===== config.mk =====
export PLATFORM = sky130hd
export DESIGN_NAME = bert_bitcount_top
export DESIGN_NICKNAME = d
export VERILOG_FILES = /design/src/rtl/bert_bc_pkg.sv /design/src/rtl/bc_ctl_edge.sv /design/src/rtl/bc_sat_counter.sv /design/src/rtl/bc_hold_regs.sv /design/src/rtl/bert_bitcount_top.sv
export SDC_FILE = /design/constraint.sdc
export NUM_CORES = 1
export LEC_CHECK = 0
export ABC_CLOCK_PERIOD_IN_PS = 2300
export BUFFER_PORTS_ARGS = -buffer_cell sky130_fd_sc_hd__buf_4
export CAP_MARGIN = 10
export CELL_PAD_IN_SITES_DETAIL_PLACEMENT = 1
export CELL_PAD_IN_SITES_GLOBAL_PLACEMENT = 2
export CORE_UTILIZATION = 36
export DETAILED_ROUTE_END_ITERATION = 8
export GPL_TIMING_DRIVEN = 0
export PLACE_DENSITY = 0.8
export SLEW_MARGIN = 25
export SYNTH_ARGS = -nofsm -noshare
export SYNTH_HDL_FRONTEND = slang
export SYNTH_SLANG_ARGS = --single-unit

===== constraint.sdc =====
create_clock -name clk -period 2.3 [get_ports clk]
set_input_delay 0.69 -clock clk [delete_from_list [all_inputs] [get_ports clk]]
set_output_delay 0.69 -clock clk [all_outputs]
set_load 0.005 [all_outputs]

===== src/rtl/bert_bc_pkg.sv =====
// Package: shared constants for the BERT received-bit counter.
// Assumes: the holding register is always 32 bits and is read in bytes.
package bert_bc_pkg;
    localparam int HOLD_W    = 32;
    localparam int BYTE_W    = 8;
    localparam int NUM_LANES = HOLD_W / BYTE_W;

    typedef logic [HOLD_W-1:0] hold_word_t;
    typedef logic [BYTE_W-1:0] rd_byte_t;
endpackage


===== src/rtl/bc_ctl_edge.sv =====
// Module: bc_ctl_edge
// Registers the host latch-control bit and produces a one-cycle pulse
// when the registered copy moves from 0 to 1.
// Assumes: latch_ctl_i is synchronous to clk (the host port is synchronous).
module bc_ctl_edge (
    input  logic clk,
    input  logic rst_n,
    input  logic latch_ctl_i,
    output logic edge_o
);
    logic ctl_q;
    logic ctl_prev_q;

    // Purpose: keep the registered control bit and its previous value.
    always_ff @(posedge clk) begin
        if (!rst_n) begin
            ctl_q      <= 1'b0;
            ctl_prev_q <= 1'b0;
        end else begin
            ctl_q      <= latch_ctl_i;
            ctl_prev_q <= ctl_q;
        end
    end

    // Purpose: rising-edge pulse of the registered control bit.
    always_comb begin
        edge_o = ctl_q & ~ctl_prev_q;
    end

    // the edge pulse never lasts two cycles in a row.
    a_r6_edge_single: assert property (@(posedge clk) disable iff (!rst_n)
        edge_o |=> !edge_o);
endmodule


===== src/rtl/bc_sat_counter.sv =====
// Module: bc_sat_counter
// Sync-gated saturating bit counter with its arming state and the sticky
// overflow flag. A snapshot pulse clears the count; the new window starts
// armed only if sync is high at that moment.
// Assumes: edge_i is a single-cycle pulse from bc_ctl_edge.
module bc_sat_counter #(
    parameter int CNT_W = 32
) (
    input  logic             clk,
    input  logic             rst_n,
    input  logic             bit_vld_i,
    input  logic             rx_sync_i,
    input  logic             edge_i,
    input  logic             ovf_clr_i,
    output logic [CNT_W-1:0] cnt_o,
    output logic             ovf_o
);
    localparam logic [CNT_W-1:0] CNT_MAX = '1;
    localparam logic [CNT_W-1:0] CNT_ONE = CNT_W'(1);

    logic [CNT_W-1:0] cnt_q, cnt_d;
    logic             armed_q, armed_d;
    logic             ovf_q;
    logic             set_ovf;
    logic             at_max;
    logic             count_en;

    // Purpose: decode saturation and the counting enable.
    always_comb begin
        at_max   = (cnt_q == CNT_MAX);
        count_en = (armed_q | rx_sync_i) & bit_vld_i;
    end

    // Purpose: next count, next arming state and saturation event.
    always_comb begin
        cnt_d   = cnt_q;
        armed_d = armed_q;
        set_ovf = 1'b0;
        if (edge_i) begin
            armed_d = rx_sync_i;
            cnt_d   = (rx_sync_i && bit_vld_i) ? CNT_ONE : '0;
            set_ovf = (rx_sync_i && bit_vld_i) && (CNT_ONE == CNT_MAX);
        end else begin
            armed_d = armed_q | rx_sync_i;
            if (count_en && !at_max) begin
                cnt_d   = cnt_q + CNT_ONE;
                set_ovf = (cnt_d == CNT_MAX);
            end
        end
    end

    // Purpose: count and arming registers.
    always_ff @(posedge clk) begin
        if (!rst_n) begin
            cnt_q   <= '0;
            armed_q <= 1'b0;
        end else begin
            cnt_q   <= cnt_d;
            armed_q <= armed_d;
        end
    end

    // Purpose: sticky overflow flag; a set beats a clear in the same cycle.
    always_ff @(posedge clk) begin
        if (!rst_n) begin
            ovf_q <= 1'b0;
        end else if (set_ovf) begin
            ovf_q <= 1'b1;
        end else if (ovf_clr_i) begin
            ovf_q <= 1'b0;
        end
    end

    assign cnt_o = cnt_q;
    assign ovf_o = ovf_q;

    // a disarmed counter always reads zero.
    a_r8_zero_when_idle: assert property (@(posedge clk) disable iff (!rst_n)
        !armed_q |-> (cnt_q == '0));

    // an armed strobe below saturation adds exactly one.
    a_r3_keeps_counting: assert property (@(posedge clk) disable iff (!rst_n)
        (armed_q && bit_vld_i && !edge_i && (cnt_q != CNT_MAX))
            |=> (cnt_q == $past(cnt_q) + CNT_ONE));

    // the saturated value never rolls over.
    a_r4_no_wrap: assert property (@(posedge clk) disable iff (!rst_n)
        ((cnt_q == CNT_MAX) && !edge_i) |=> (cnt_q == CNT_MAX));

    // reaching all ones raises the overflow flag on the same edge.
    a_r5_ovf_on_sat: assert property (@(posedge clk) disable iff (!rst_n)
        $rose(cnt_q == CNT_MAX) |-> ovf_q);

    // the flag stays set unless the host clears it.
    a_r10_ovf_sticky: assert property (@(posedge clk) disable iff (!rst_n)
        (ovf_q && !ovf_clr_i) |=> ovf_q);

    // with sync at the snapshot, a same-cycle strobe starts the new window at one.
    a_r7_restart_one: assert property (@(posedge clk) disable iff (!rst_n)
        (edge_i && rx_sync_i && bit_vld_i) |=> (cnt_q == CNT_ONE));

    // without sync at the snapshot, the counter restarts at zero.
    a_r8_restart_zero: assert property (@(posedge clk) disable iff (!rst_n)
        (edge_i && !rx_sync_i) |=> (cnt_q == '0));
endmodule


===== src/rtl/bc_hold_regs.sv =====
// Module: bc_hold_regs
// 32-bit holding register loaded on each snapshot pulse, plus a registered
// byte read port. The byte lanes sit at BASE_ADDR .. BASE_ADDR+3, least
// significant byte first.
// Assumes: CNT_W <= 32; the count is zero-extended into the holding word.
module bc_hold_regs
    import bert_bc_pkg::*;
#(
    parameter int              CNT_W     = 32,
    parameter int              ADDR_W    = 8,
    parameter logic [ADDR_W-1:0] BASE_ADDR = 8'h40
) (
    input  logic              clk,
    input  logic              rst_n,
    input  logic              edge_i,
    input  logic [CNT_W-1:0]  cnt_i,
    input  logic [ADDR_W-1:0] rd_addr_i,
    output rd_byte_t          rd_data_o
);
    hold_word_t hold_q;
    rd_byte_t   lane_data [NUM_LANES];
    rd_byte_t   rd_d;
    rd_byte_t   rd_q;

    // Purpose: capture the running count on a snapshot pulse.
    always_ff @(posedge clk) begin
        if (!rst_n) begin
            hold_q <= '0;
        end else if (edge_i) begin
            hold_q <= HOLD_W'(cnt_i);
        end
    end

    // One decoder per byte lane; unselected lanes contribute zero.
    for (genvar g = 0; g < NUM_LANES; g++) begin : g_lane
        localparam logic [ADDR_W-1:0] LANE_ADDR = BASE_ADDR + ADDR_W'(g);
        // Purpose: gate this lane's byte onto the read OR-tree.
        always_comb begin
            lane_data[g] = (rd_addr_i == LANE_ADDR) ? hold_q[g*BYTE_W +: BYTE_W] : '0;
        end
    end

    // Purpose: merge the lane outputs.
    always_comb begin
        rd_d = '0;
        for (int i = 0; i < NUM_LANES; i++) begin
            rd_d = rd_d | lane_data[i];
        end
    end

    // Purpose: register the read data for a one-cycle read latency.
    always_ff @(posedge clk) begin
        if (!rst_n) begin
            rd_q <= '0;
        end else begin
            rd_q <= rd_d;
        end
    end

    assign rd_data_o = rd_q;

    // each snapshot holds the count seen in the cycle of the pulse.
    a_r6_snapshot: assert property (@(posedge clk) disable iff (!rst_n)
        edge_i |=> (hold_q == HOLD_W'($past(cnt_i))));

    // the holding word changes only on a snapshot.
    a_r6_hold_stable: assert property (@(posedge clk) disable iff (!rst_n)
        !edge_i |=> $stable(hold_q));
endmodule


===== src/rtl/bert_bitcount_top.sv =====
// Module: bert_bitcount_top
// Received-bit counter for a bit-error-rate tester: sync-gated saturating
// count, snapshot on a latch-control rising edge, sticky overflow flag and
// byte-wide host read of the snapshot.
// Assumes: all inputs are synchronous to clk; CNT_W is between 1 and 32.
module bert_bitcount_top
    import bert_bc_pkg::*;
#(
    parameter int                CNT_W     = 32,
    parameter int                ADDR_W    = 8,
    parameter logic [ADDR_W-1:0] BASE_ADDR = 8'h40
) (
    input  logic              clk,
    input  logic              rst_n,
    input  logic              bit_vld,
    input  logic              rx_sync,
    input  logic              latch_ctl,
    input  logic              ovf_clr,
    input  logic [ADDR_W-1:0] rd_addr,
    output logic [BYTE_W-1:0] rd_data,
    output logic              ovf_flag
);
    logic             snap_edge;
    logic [CNT_W-1:0] run_cnt;

    bc_ctl_edge u_edge (
        .clk         (clk),
        .rst_n       (rst_n),
        .latch_ctl_i (latch_ctl),
        .edge_o      (snap_edge)
    );

    bc_sat_counter #(.CNT_W(CNT_W)) u_cnt (
        .clk       (clk),
        .rst_n     (rst_n),
        .bit_vld_i (bit_vld),
        .rx_sync_i (rx_sync),
        .edge_i    (snap_edge),
        .ovf_clr_i (ovf_clr),
        .cnt_o     (run_cnt),
        .ovf_o     (ovf_flag)
    );

    bc_hold_regs #(.CNT_W(CNT_W), .ADDR_W(ADDR_W), .BASE_ADDR(BASE_ADDR)) u_hold (
        .clk       (clk),
        .rst_n     (rst_n),
        .edge_i    (snap_edge),
        .cnt_i     (run_cnt),
        .rd_addr_i (rd_addr),
        .rd_data_o (rd_data)
    );

    // one cycle after reset, the read data and flag are zero.
    a_r11_reset_clear: assert property (@(posedge clk)
        !rst_n |=> (rd_data == '0 && !ovf_flag));
endmodule


# --- After elaboration in Yosys (flattened, before gate mapping) ---
# Cells that the tools add are included.
op_classes:
  eq_ne: 6
  n_reduce_logical: 5
  addsub: 1
  mux: 12
  n_bitwise: 7
ops:
  columns: ["op", "n"]
  rows:
  - ["$eq A32 B32 Y1 const B", 2]
  - ["$mux W32", 2]
  - ["$add A32 B1 Y32 const B", 1]
  - ["$eq A8 B7 Y1 const B", 4]
  - ["$mux W8", 4]
  - ["$or A8 B8 Y8", 3]
  - ["$mux W1", 6]
  - ["$reduce_bool A2 Y1", 2]
  - ["$and A1 B1 Y1", 2]
  - ["$logic_and A1 B1 Y1", 2]
  - ["$logic_not A1 Y1", 1]
  - ["$not A1 Y1", 1]
  - ["$or A1 B1 Y1", 1]
word_totals:
  register_bits: 76
  input_bits: 14
  elab_cells: 38
  output_inout_bits: 9

# --- Longest topological paths before layout ---
# Gate-level depths: netlist of run 1.
logic_depth:
  ltp_word: 6
  mapped_depth: 9

# --- By module ---
# Synthesis of run 1 repeated with hierarchy kept, for this count alone.
hier_totals:
  hier_cells: 405
  area_unflattened_um2: 3786.1
by_module_without_submodules:
  columns: ["mod", "area_per_inst_um2", "seq_area_each_um2", "instances", "cells_per_inst"]
  rows:
  - ["bc_sat_counter", 2103.3, 680.7, 1, 269]
  - ["bc_hold_regs", 1616.6, 800.8, 1, 131]
  - ["bc_ctl_edge", 66.3, 40.0, 1, 5]

# --- Worst setup path after synthesis of run 1 ---
# OpenSTA, ideal clock, no wires.
synth_path:
  path_kind: "register to register"
  startpoint: "register u_cnt.cnt_q[9], in the netlist u_cnt.cnt_o[9]"
  endpoint: "register u_cnt.cnt_q[0], in the netlist u_cnt.cnt_o[0]"
  t_required_ps: 2214
  arrival_ps: 1994
  setup_ps: 86
  stages_incl_launch_ff: 8
  setup_slack_ps: 221
  n_path_buf: 2
  cell_sequence: "dfxtp_1 -> buf_2 -> nand4_2 -> or4_4 -> o31a_1 -> buf_6 -> xnor2_1 -> a211oi_1"
synth_via:
  elab_chain_len: 4
synth_lines:
  columns: ["item", "line", "source"]
  rows:
  - ["from (decl)", "bc_sat_counter.sv:21", "logic [CNT_W-1:0] cnt_q, cnt_d;"]
  - ["from (signal assigned)", "bc_sat_counter.sv:58", "cnt_q <= cnt_d;"]
  - ["$eq A32 B32 Y1", "bc_sat_counter.sv:30", "at_max = (cnt_q == CNT_MAX);"]
  - ["$logic_not A1 Y1", "bc_sat_counter.sv:45", "if (count_en && !at_max) begin"]
  - ["$logic_and A1 B1 Y1", "bc_sat_counter.sv:45", null]
  - ["$reduce_bool A2 Y1 (no source line)", null, null]
# No other way between the ends.
# A chain may end at the register's enable or synchronous reset.

# --- Worst setup path in the final report of run 1 ---
layout_path:
  startpoint: "register u_cnt.cnt_q[2], in the netlist u_cnt.cnt_o[2]"
  endpoint: "register u_cnt.ovf_q, in the netlist u_cnt.ovf_o"
layout_via:
  elab_chain_len: 6
layout_lines:
  columns: ["item", "line", "source"]
  rows:
  - ["branches (longest 3 deep; another with $add A32 B1 Y32)", null, null]
  - ["$mux W1 (*)", "bc_sat_counter.sv:45", null]
  - ["$mux W1 (*)", "bc_sat_counter.sv:39", "if (edge_i) begin"]
  - ["$mux W1 / $reduce_bool A2 Y1 (equally long branches)", null, null]
  - ["to (signal assigned)", "bc_sat_counter.sv:66", "ovf_q <= 1'b0;"]
  - ["to (signal assigned)", "bc_sat_counter.sv:68", "ovf_q <= 1'b1;"]
  - ["to (signal assigned)", "bc_sat_counter.sv:70", "ovf_q <= 1'b0;"]
  - ["to (decl)", "bc_sat_counter.sv:23", "logic ovf_q;"]
# Mark *: on every way between the ends.

==> flow_summary.json, run 1 <==
{
  "start_kind": "flop",
  "post-synth-top-count-cell": "nand2_1",
  "cts-root-buf": "clkbuf_8",
  "drtIter0Drc": 94,
  "drtAntennaViolNets": 0,
  "htree_num_levels": 3,
  "critPathArrivalTime_ps": 2580,
  "slew_headroom_pct": 50.7,
  "min_period_ps": 2280,
  "grt_pass1_vias": 3236,
  "rsz0062_at_grt": "yes",
  "detail_route.wl_per_cell_um": 17.6,
  "worstPathRequired_ps": 2610,
  "tightest_slew_ps": 734,
  "critPathMaxFanout": 10,
  "synthCells": 434,
  "clock_sinks": 76,
  "nets": 478,
  "ys_ff_latch": 76,
  "num_rows": 35,
  "hpwlAfterDp_um": 7880,
  "status": "finished, final reports clean",
  "post-route-period-util_pct": 99.0,
  "synth_cell_type_count": 44,
  "ys_top_cells_by_count": "nand2_1, dfxtp_1, a21oi_1",
  "pin_count": 23,
  "tritoncts": "yes",
  "diodes": 0,
  "postCtsHoldBufs": 0,
  "routed_via_density": 5.30,
  "leakagePower_nw": 1.38,
  "power.density_mw_per_mm2": 634,
  "timing.fmax_mhz": 439,
  "grt_overflow_total": 0,
  "seqPwrFrac_pct": 49.9,
  "grt_pass1_wl_um": 17000,
  "power.clock.fraction_pct": 45.2,
  "dieArea_mm2": 0.0103,
  "syn_to_final_growth_pct": 17.3,
  "critical_path_class": "reg2reg",
  "route.vias.total": 3161,
  "yosys_warnings": 0,
  "drt_wl_total_um": 10500,
  "antenna_found_initial": 0,
  "vdd_ir_drop_max_mv": 0.257,
  "post-synth-top-area-fraction_pct": 42.6,
  "grt_usage_pct": 22.2,
  "endpoint_kind": "flop",
  "slowest_delay_ps": 450,
  "gp_congestion": 0.835,
  "cap_violations": 0,
  "async_flop_share_pct": 0,
  "swShare_pct": 25.0,
  "drive_gt1_share_pct": 17.8,
  "clkTransAtPathRegs_ps": 90,
  "timing.setup.tns_ps": 0,
  "drc": 0,
  "initial_core_util_pct": 38.0,
  "clock_latency_ps": 360,
  "die_w_um": 102,
  "crit_path_top_delay_cell": "nor4_2",
  "hold_violations": 0,
  "p_int_mw": 1.99,
  "port_buffers": 20,
  "synthFlopType": "dfxtp_1",
  "netSwitchingPower_uw": 663,
  "die_height_um": 102,
  "grt_start_max_net_pins": 16,
  "drv_slew": 0,
  "synth.cell_area_mm2": 0.00357,
  "ys_seq_area_share_pct": 42.6,
  "cts_buffers": 9,
  "synth_area_leaders": "dfxtp_1, nand2_1, xor2_1, a21oi_1, mux4_2",
  "core_area_mm2": 0.00942,
  "syn_nets": 450,
  "finalCoreUtilization_pct": 44.5,
  "skew_ps": 10.9,
  "clockBufferDepth": 2,
  "synth.avg_cell_area_um2": 8.23,
  "crit_chain": "buf_2 -> nand4_1 -> nor4_2 -> nor4b_1 -> o221ai_1 -> nor4_1 -> a22o_1",
  "yosys.area.top_type": "dfxtp_1",
  "setup_viol": 0,
  "pwr-share-comb_pct": 4.9,
  "synth-edff-count": 0,
  "drt_pass1_iterations": 4,
  "min_path_type": "reg2reg"
}
==> power by group through the flow <==
stage,clock network [mW],registers (mW),logic (mW)
final,1.20,1.33,0.131
after global routing,1.28,1.33,0.146
after CTS,1.21,1.33,0.134
after detailed placement,0,1.36,0.131
after global placement,0,1.36,0.129
after floorplan,0,1.36,0.0800
==> critical path: cells and delay by family (launching register included) <==
family          cells  cell delay [ps]
simple gates        4             1370
compound gates      2              330
flops               1              310
buf+inv             1              210
==> final timing paths <==
| path | startpoint | to | slack [ps] | depth (start not counted) |
|---|---|---|---|---|
| worst max register to register | u_cnt.cnt_o[2] | u_cnt.ovf_o | 20 | 7 |
| worst max-delay path | u_cnt.cnt_o[2] | u_cnt.ovf_o | 20 | 7 |
| worst min-delay path | u_hold.hold_q[17] | u_hold.hold_q[17] | 460 | 2 |
| worst min register to register | u_hold.hold_q[17] | u_hold.hold_q[17] | 460 | 2 |
==> sequential cells by signal, indices dropped and copies added, names as in the netlist <==
register and cells:
u_hold.rd_data_o 8, u_cnt.cnt_o 32, u_cnt.ovf_o 1, u_edge.ctl_prev_q 1
u_edge.ctl_q 1, u_cnt.armed_q 1, u_hold.hold_q 32
==> timing repair <==
item,4_1_cts,5_1_grt
setup endpoints to repair,32,27
pin swaps,3,1
buffers inserted,4,0
gates resized for setup,8,22
==> through the flow <==
step	hold slack, ps	setup WS, ps	area [µm²]	instances	total power [mW]
after floorplan	433	221	3570	434	1.44
after CTS	463	5.93	4140	597	2.67
after global placement	445	-209	3880	583	1.49
after global routing	484	-106	4190	596	2.75
final	460	22.7	4190	596	2.66
after detailed placement	452	-261	3880	583	1.49
==> layout make-up <==
class	instances	area (µm²)
Timing Repair Buffer	24	180
Clock buffer	9	124
Sequential cell	76	1540
Fill cell	1157	5230
Buffer	27	133
Multi-Input combinational cell	319	1920
Inverter	5	18.8
Clock inverter	7	105
Tap cell	129	161
==> layout by cell type (no fill, tap or decap), types with 2 or more instances in the layout <==
cell type  instances
nand2_1           91
dfxtp_1           60
a21oi_1           42
nor2_1            39
buf_4             26
xor2_1            26
clkbuf_1          18
nand4_1           16
dfxtp_2           15
nand3_1           13
nor2b_1            9
clkbuf_8           9
nor4_1             8
mux4_2             8
or3_1              7
xnor2_1            7
nor3_1             5
o21ai_0            5
inv_1              4
and3_1             4
nand4b_1           3
nand3_2            3
and2_1             3
inv_6              3
clkbuf_2           2
nand2b_1           2
buf_2              2
or4_4              2
nor4_2             2
buf_6              2
o31a_1             2
o211ai_1           2
nand3b_1           2
a211oi_1           2
ha_1               2
bufinv_16          2
==> metal layers <==
metal  up-vias  part of all wire [%]  global-route usage, %
li1       1548                     -                      -
met1      1538                    46                   28.4
met2        55                    49                   37.3
met3        20                   2.4                   3.45
met4         0                   2.7                   8.92
met5         -                     0                      0
==> kinds of logic (layout without fill, tap and decap cells) <==
group / count (synthesis) / in the layout / synth area share [%]
AND/OR/NAND/NOR: 215 / 215 / 29.1
flip-flops: 76 / 76 / 42.6
AO/OA/AOI/OAI: 61 / 61 / 9.80
buffers and inverters: 39 / 72 / 4.69
XOR/XNOR: 33 / 33 / 8.09
multiplexers: 8 / 8 / 5.04
adder cells (fa/ha/maj): 2 / 2 / 0.700
(Power assumes the default switching activity.)
==> run 2, diff against run 1 <==
--- a/config.mk
+++ b/config.mk
@@ -5,7 +5,7 @@
 export SDC_FILE = /design/constraint.sdc
 export NUM_CORES = 1
 export LEC_CHECK = 0
-export ABC_CLOCK_PERIOD_IN_PS = 2300
+export ABC_CLOCK_PERIOD_IN_PS = 2100
 export BUFFER_PORTS_ARGS = -buffer_cell sky130_fd_sc_hd__buf_4
 export CAP_MARGIN = 10
 export CELL_PAD_IN_SITES_DETAIL_PLACEMENT = 1
==> constraint.sdc (replaced) <==
create_clock -name clk -period 2.1 [get_ports clk]
set_input_delay 0.63 -clock clk [delete_from_list [all_inputs] [get_ports clk]]
set_output_delay 0.63 -clock clk [all_outputs]
set_load 0.005 [all_outputs]
==> run 2 against run 1 <==
Compared with the run above:
- critical endpoint is now u_cnt.cnt_o[19]
- largest power group unchanged
- die area did not move
- largest cell class unchanged
- non-clock buffer count up 13
- maximum frequency increased by 7.8%
- the flow now finishes with violations (negative setup slack)
- critical path type unchanged
- clock skew about the same
==> flow_summary.json, run 2 (synthesis gave the netlist of run 1 again) <==
{
  "drtIter0Drc": 142,
  "slew_headroom_pct": 46.9,
  "hold_depth": 2,
  "register_area_mm2": 0.00159,
  "r2r_end": "u_cnt.cnt_o[19]",
  "num_rows": 35,
  "critical_path_class": "reg2reg",
  "grt_usage_pct": 22.7,
  "reg2reg_from": "u_cnt.cnt_o[20]",
  "critPathMaxFanout": 9,
  "worst_slack_ps": -12.9,
  "start_kind": "flop",
  "drive_gt1_share_pct": 25.4,
  "hold_violations": 0,
  "nFillCells": 1126,
  "cap_violations": 0,
  "whs_endpoint": "u_hold.hold_q[17]",
  "drt_wl_total_um": 10800,
  "critPathArrivalTime_ps": 2350,
  "cts_buffers": 9,
  "tightest_slew_ps": 790,
  "drt_pass1_iterations": 4,
  "worstPathRequired_ps": 2330,
  "leakagePower_nw": 1.49,
  "diodes": 0,
  "initial_core_util_pct": 38.0,
  "pin_count": 23,
  "power.density_mw_per_mm2": 647,
  "hpwlAfterDp_um": 7880,
  "gp_congestion": 0.835,
  "detail_route.wl_per_cell_um": 17.7,
  "syn_to_final_growth_pct": 25.7,
  "multi_input_area_mm2": 0.00204,
  "die_w_um": 102,
  "post-route-period-util_pct": 101,
  "htree_num_levels": 3,
  "drv_slew": 0,
  "violations": "negative setup slack",
  "tritoncts": "yes",
  "die_height_um": 102,
  "vdd_ir_drop_max_mv": 0.281,
  "rr_worst_depth": 7,
  "setup_viol": 2,
  "endpoint_kind": "flop",
  "grt_pass1_vias": 3264,
  "min_period_ps": 2110,
  "clock_sinks": 76,
  "min_path_type": "reg2reg",
  "timing.fmax_mhz": 473,
  "postCtsHoldBufs": 0,
  "core_area_mm2": 0.00942,
  "dieArea_mm2": 0.0103,
  "cts-root-buf": "clkbuf_8",
  "drc": 0,
  "status": "complete, but fails checks",
  "drtAntennaViolNets": 0,
  "route.vias.total": 3250,
  "grt_overflow_total": 0,
  "skew_ps": 11.1,
  "clockBufferDepth": 2,
  "grt_start_max_net_pins": 16,
  "port_buffers": 20,
  "place_ws_ps": -461,
  "final_cell_mix": "nand2_1, dfxtp_1, a21oi_1",
  "r2r_slack_ps": -10,
  "routed_via_density": 5.34,
  "antenna_found_initial": 0,
  "rsz0062_at_grt": "yes",
  "p_total_mw": 2.91,
  "final_common_cell": "nand2_1",
  "grt_pass1_wl_um": 17400,
  "clock_latency_ps": 360,
  "clkTransAtPathRegs_ps": 90,
  "nets": 491,
  "holdCritStartpoint": "u_hold.hold_q[17]"
}
-- run 2: cell count changes in the layout (fill, tap and decap cells not counted), sizes merged --
cell and change:
buf +18, clkbuf -5
-- run 2: how the worst max path moves through the flow --
stage	cells after the start	slack, ps	end	startpoint
global route	8	-80	u_cnt.cnt_o[23]	u_cnt.cnt_o[1]
CTS	8	1	u_cnt.cnt_o[19]	u_cnt.cnt_o[21]
global placement	7	-410	u_cnt.cnt_o[0]	u_cnt.cnt_o[4]
floorplan	7	20	u_cnt.cnt_o[0]	u_cnt.cnt_o[9]
detailed placement	8	-460	u_cnt.cnt_o[9]	u_cnt.cnt_o[4]
finish	7	-10	u_cnt.cnt_o[19]	u_cnt.cnt_o[20]
-- run 2: power by group --
part | leakage [nW] | internal [mW] | switching (mW) | total [mW]
registers | 0.630 | 1.43 | 0.00857 | 1.44
clock network | 0.113 | 0.690 | 0.621 | 1.31
logic | 0.745 | 0.0562 | 0.100 | 0.156
total | 1.49 | 2.18 | 0.730 | 2.91
-- run 2: timing repair --
action | CTS | global route
setup buffers | 9 | 9
setup endpoints to repair | 33 | 28
hold endpoints to repair | 0 | 0
pin swaps | 8 | 16
gates resized for setup | 51 | 40
-- run 2: worst max-delay path, stage by stage, from the launching register on --
cell and delay [ps]:
dfxtp_4 410, nand2_1 140, or4_4 580, o311a_1 390, buf_6 150, nand4_1 100
xor2_1 160, nor2_1 50
-- run 2: per-stage QoR --
step / util, % / hold slack, ps / instance area [µm²] / instances / setup TNS [ps]
5_1_grt: 47.7 / 484 / 4490 / 609 / -1010
3_3_place_gp: 41.3 / 445 / 3880 / 583 / -9230
6_report: 47.7 / 460 / 4490 / 609 / -14.2
2_1_floorplan: - / 433 / 3570 / 434 / 0
3_5_place_dp: 41.3 / 452 / 3880 / 583 / -10710
4_1_cts: 45.5 / 463 / 4290 / 600 / 0
-- run 2: final cells by class --
| cell class | count | share of cell area (%) |
|---|---|---|
| buffer | 26 | 3.70 |
| clock buffer | 9 | 2.76 |
| clock inverter | 7 | 2.34 |
| inverter | 5 | 0.473 |
| multi-input combinational | 319 | 45.3 |
| sequential | 76 | 35.4 |
| tap | 129 | 3.59 |
| timing repair buffer | 38 | 6.43 |
-- run 2: metal layers --
layer,GRT usage [%],part of all wire [%]
met1,29.0,47
met2,38.3,48
met3,3.45,2.5
met4,8.92,2.2
met5,0,0
==> run 3, diff against run 2 <==
--- a/config.mk
+++ b/config.mk
@@ -5,15 +5,17 @@
 export SDC_FILE = /design/constraint.sdc
 export NUM_CORES = 1
 export LEC_CHECK = 0
+export ABC_AREA = 1
 export ABC_CLOCK_PERIOD_IN_PS = 2100
 export BUFFER_PORTS_ARGS = -buffer_cell sky130_fd_sc_hd__buf_4
 export CAP_MARGIN = 10
 export CELL_PAD_IN_SITES_DETAIL_PLACEMENT = 1
 export CELL_PAD_IN_SITES_GLOBAL_PLACEMENT = 2
-export CORE_UTILIZATION = 36
+export CORE_UTILIZATION = 34
+export CTS_CLUSTER_DIAMETER = 60
 export DETAILED_ROUTE_END_ITERATION = 8
 export GPL_TIMING_DRIVEN = 0
-export PLACE_DENSITY = 0.8
+export PLACE_DENSITY = 0.81
 export SLEW_MARGIN = 25
 export SYNTH_ARGS = -nofsm -noshare
 export SYNTH_HDL_FRONTEND = slang
==> run 3 against run 2 <==
Compared with the run above:
- the run now ends clean
- via count up 24%
- flip-flop and latch count unchanged
- first-iteration DRC count up 55%
==> flow_summary.json, run 3 <==
{
  "status": "finished, final reports clean",
  "power.density_mw_per_mm2": 693,
  "cts-root-buf": "clkbuf_16",
  "dp_cells": 775,
  "diodes": 0,
  "min_period_ps": 2040,
  "crit_path_top_delay_cell": "dfxtp_2",
  "yosys_warnings": 0,
  "nFillCells": 1493,
  "route.vias.total": 4044,
  "drtIter0Drc": 220,
  "tightest_slew_ps": 772,
  "tritoncts": "yes",
  "grt_start_max_net_pins": 15,
  "drc": 0,
  "vdd_ir_drop_max_mv": 0.400,
  "dieArea_mm2": 0.0125,
  "drtAntennaViolNets": 0,
  "use_met3_pct": 5.23,
  "drive_gt1_share_pct": 17.8,
  "startpoint": "u_cnt.cnt_o[1]",
  "reg2reg_from": "u_cnt.cnt_o[1]",
  "final_cell_area_mm2": 0.00483,
  "postCtsHoldBufs": 0,
  "grt_usage_pct": 23.4,
  "die_height_um": 112,
  "holdCritStartpoint": "u_edge.ctl_q",
  "gp_congestion": 0.870,
  "yosys.area.top_type": "dfxtp_1",
  "core_area_mm2": 0.0116,
  "clkTransAtPathRegs_ps": 70,
  "place_area_mm2": 0.00444,
  "critPathArrivalTime_ps": 2320,
  "hpwlAfterDp_um": 11000,
  "fin_cells": 795,
  "start_kind": "flop",
  "grt_overflow_total": 0,
  "grtUsageMet2_pct": 40.2,
  "routed_via_density": 5.09,
  "htree_num_levels": 3,
  "syn_to_final_growth_pct": 17.9,
  "async_flop_share_pct": 0,
  "drv_slew": 0,
  "clockBufferDepth": 2,
  "ys_seq_area_share_pct": 37.2,
  "setup_viol": 0,
  "cap_violations": 0,
  "antenna_found_initial": 0,
  "synth.avg_cell_area_um2": 6.71,
  "slowest_delay_ps": 370,
  "synthCells": 610,
  "die_w_um": 112,
  "final_cell_mix": "nand2_1, nor2_1, dfxtp_1",
  "top_usage_layer": "met2",
  "crit_chain": "ha_2 -> nand2_1 -> nor2_4 -> nand2_4 -> nor2_4 -> nand2_1 -> nand2_1 -> nand2_1 -> nor2_1 -> nand2_1 -> nor2_2 -> nand3_1 -> a21oi_1",
  "timing.fmax_mhz": 489,
  "cts_buffers": 9,
  "synth_cell_type_count": 36,
  "synth-edff-count": 0,
  "grt_pass1_vias": 4196,
  "leakagePower_nw": 1.67,
  "drt_wl_total_um": 13900,
  "met1_usage_pct": 28.9,
  "rsz0062_at_grt": "yes",
  "skew_ps": 6.79,
  "post-route-period-util_pct": 97.3,
  "place_ws_ps": -297,
  "post-synth-top-area-fraction_pct": 37.2,
  "final_common_cell": "nand2_1",
  "num_rows": 39,
  "timing.setup.tns_ps": 0,
  "initial_core_util_pct": 35.4,
  "port_buffers": 22,
  "clock_latency_ps": 340,
  "syn_nets": 626,
  "drt_pass1_iterations": 4,
  "pin_count": 23,
  "min_path_type": "reg2reg",
  "clock_sinks": 76,
  "synthFlopType": "dfxtp_1",
  "ys_top_cells_by_count": "nand2_1, nor2_1, dfxtp_1",
  "finalCoreUtilization_pct": 41.7,
  "synth.cell_area_mm2": 0.00409,
  "hold_violations": 0,
  "post-synth-top-count-cell": "nand2_1",
  "nets": 663,
  "worst_slack_ps": 56.6,
  "slew_headroom_pct": 48.1,
  "synth_area_leaders": "dfxtp_1, nand2_1, nor2_1, a21oi_1, inv_1",
  "crit_top_cell": "nand2_1",
  "detail_route.wl_per_cell_um": 17.5,
  "ys_ff_latch": 76,
  "critPathMaxFanout": 5,
  "endpoint_kind": "flop",
  "grt_pass1_wl_um": 22000,
  "critical_path_class": "reg2reg",
  "worstPathRequired_ps": 2370
}
==> run 3: cell count changes in the layout (fill, tap and decap cells not counted), moves of 12 or more <==
cell | before | now
nand3_1 | 10 | 37
nand2_2 | 3 | 21
inv_1 | 3 | 61
nor2_1 | 39 | 74
o21ai_0 | 5 | 33
dfxtp_1 | 52 | 72
buf_4 | 40 | 28
nand2_1 | 88 | 159
xor2_1 | 25 | 3
a21oi_2 | 1 | 14
nand4_1 | 16 | 3
dfxtp_4 | 15 | 0
a21oi_1 | 41 | 53
==> run 3: layer usage <==
layer | vias to the layer above | share of wire (%)
li1 | 2033 | -
met1 | 1940 | 46
met2 | 51 | 48
met3 | 20 | 4.3
met4 | 0 | 1.9
met5 | - | 0
==> run 3: logic make-up (layout without fill, tap and decap cells) <==
kind of cell | after synthesis | after routing | share of synthesized area [%]
buffers and inverters | 84 | 126 | 8.77
AO/OA/AOI/OAI | 120 | 120 | 16.9
XOR/XNOR | 6 | 6 | 1.28
adder cells (fa/ha/maj) | 2 | 2 | 0.611
AND/OR/NAND/NOR | 322 | 322 | 35.3
flip-flops | 76 | 76 | 37.2
==> run 3: final cells by class <==
| cell class | count | area, µm² | share of cell area [%] |
|---|---|---|---|
| tap | 143 | 179 | 3.71 |
| buffer | 19 | 115 | 2.38 |
| clock buffer | 9 | 225 | 4.67 |
| multi-input combinational | 450 | 2260 | 46.8 |
| timing repair buffer | 26 | 195 | 4.04 |
| sequential | 76 | 1530 | 31.6 |
| inverter | 65 | 251 | 5.21 |
| clock inverter | 7 | 75.1 | 1.56 |
==> run 3: stage by stage <==
| step | power, mW | hold slack [ps] |
|---|---|---|
| after floorplan | 1.68 | 407 |
| after global placement | 1.76 | 417 |
| after detailed placement | 1.76 | 418 |
| after CTS | 3.38 | 427 |
| after global routing | 3.47 | 452 |
| final | 3.34 | 424 |
==> run 3: report_power, final <==
group / total [mW] / switching, mW / internal (mW)
Combinational: 0.232 / 0.154 / 0.0774
Clock: 1.60 / 0.673 / 0.929
Sequential: 1.51 / 0.0244 / 1.48
Total: 3.34 / 0.852 / 2.49
==> run 3: what timing repair did <==
action	CTS	global route
buffers inserted	2	2
pin swaps	3	3
setup endpoints to repair	21	29
gates resized for setup	10	11
==> run 3: worst paths after layout <==
path | endpoint | slack (ps) | cells past startpoint
worst min register to register | u_edge.ctl_prev_q | 420 | 2
worst max-delay path | u_cnt.ovf_o | 60 | 13
worst min-delay path | u_edge.ctl_prev_q | 420 | 2
worst max register to register | u_cnt.ovf_o | 60 | 13
==> run 3: critical path, delay by kind of cell (launching register included) <==
kind	cells	cell delay [ps]
AO/OA/AOI/OAI	1	130
adder cells (fa/ha/maj)	1	210
AND/OR/NAND/NOR	11	1260
flip-flops	1	370
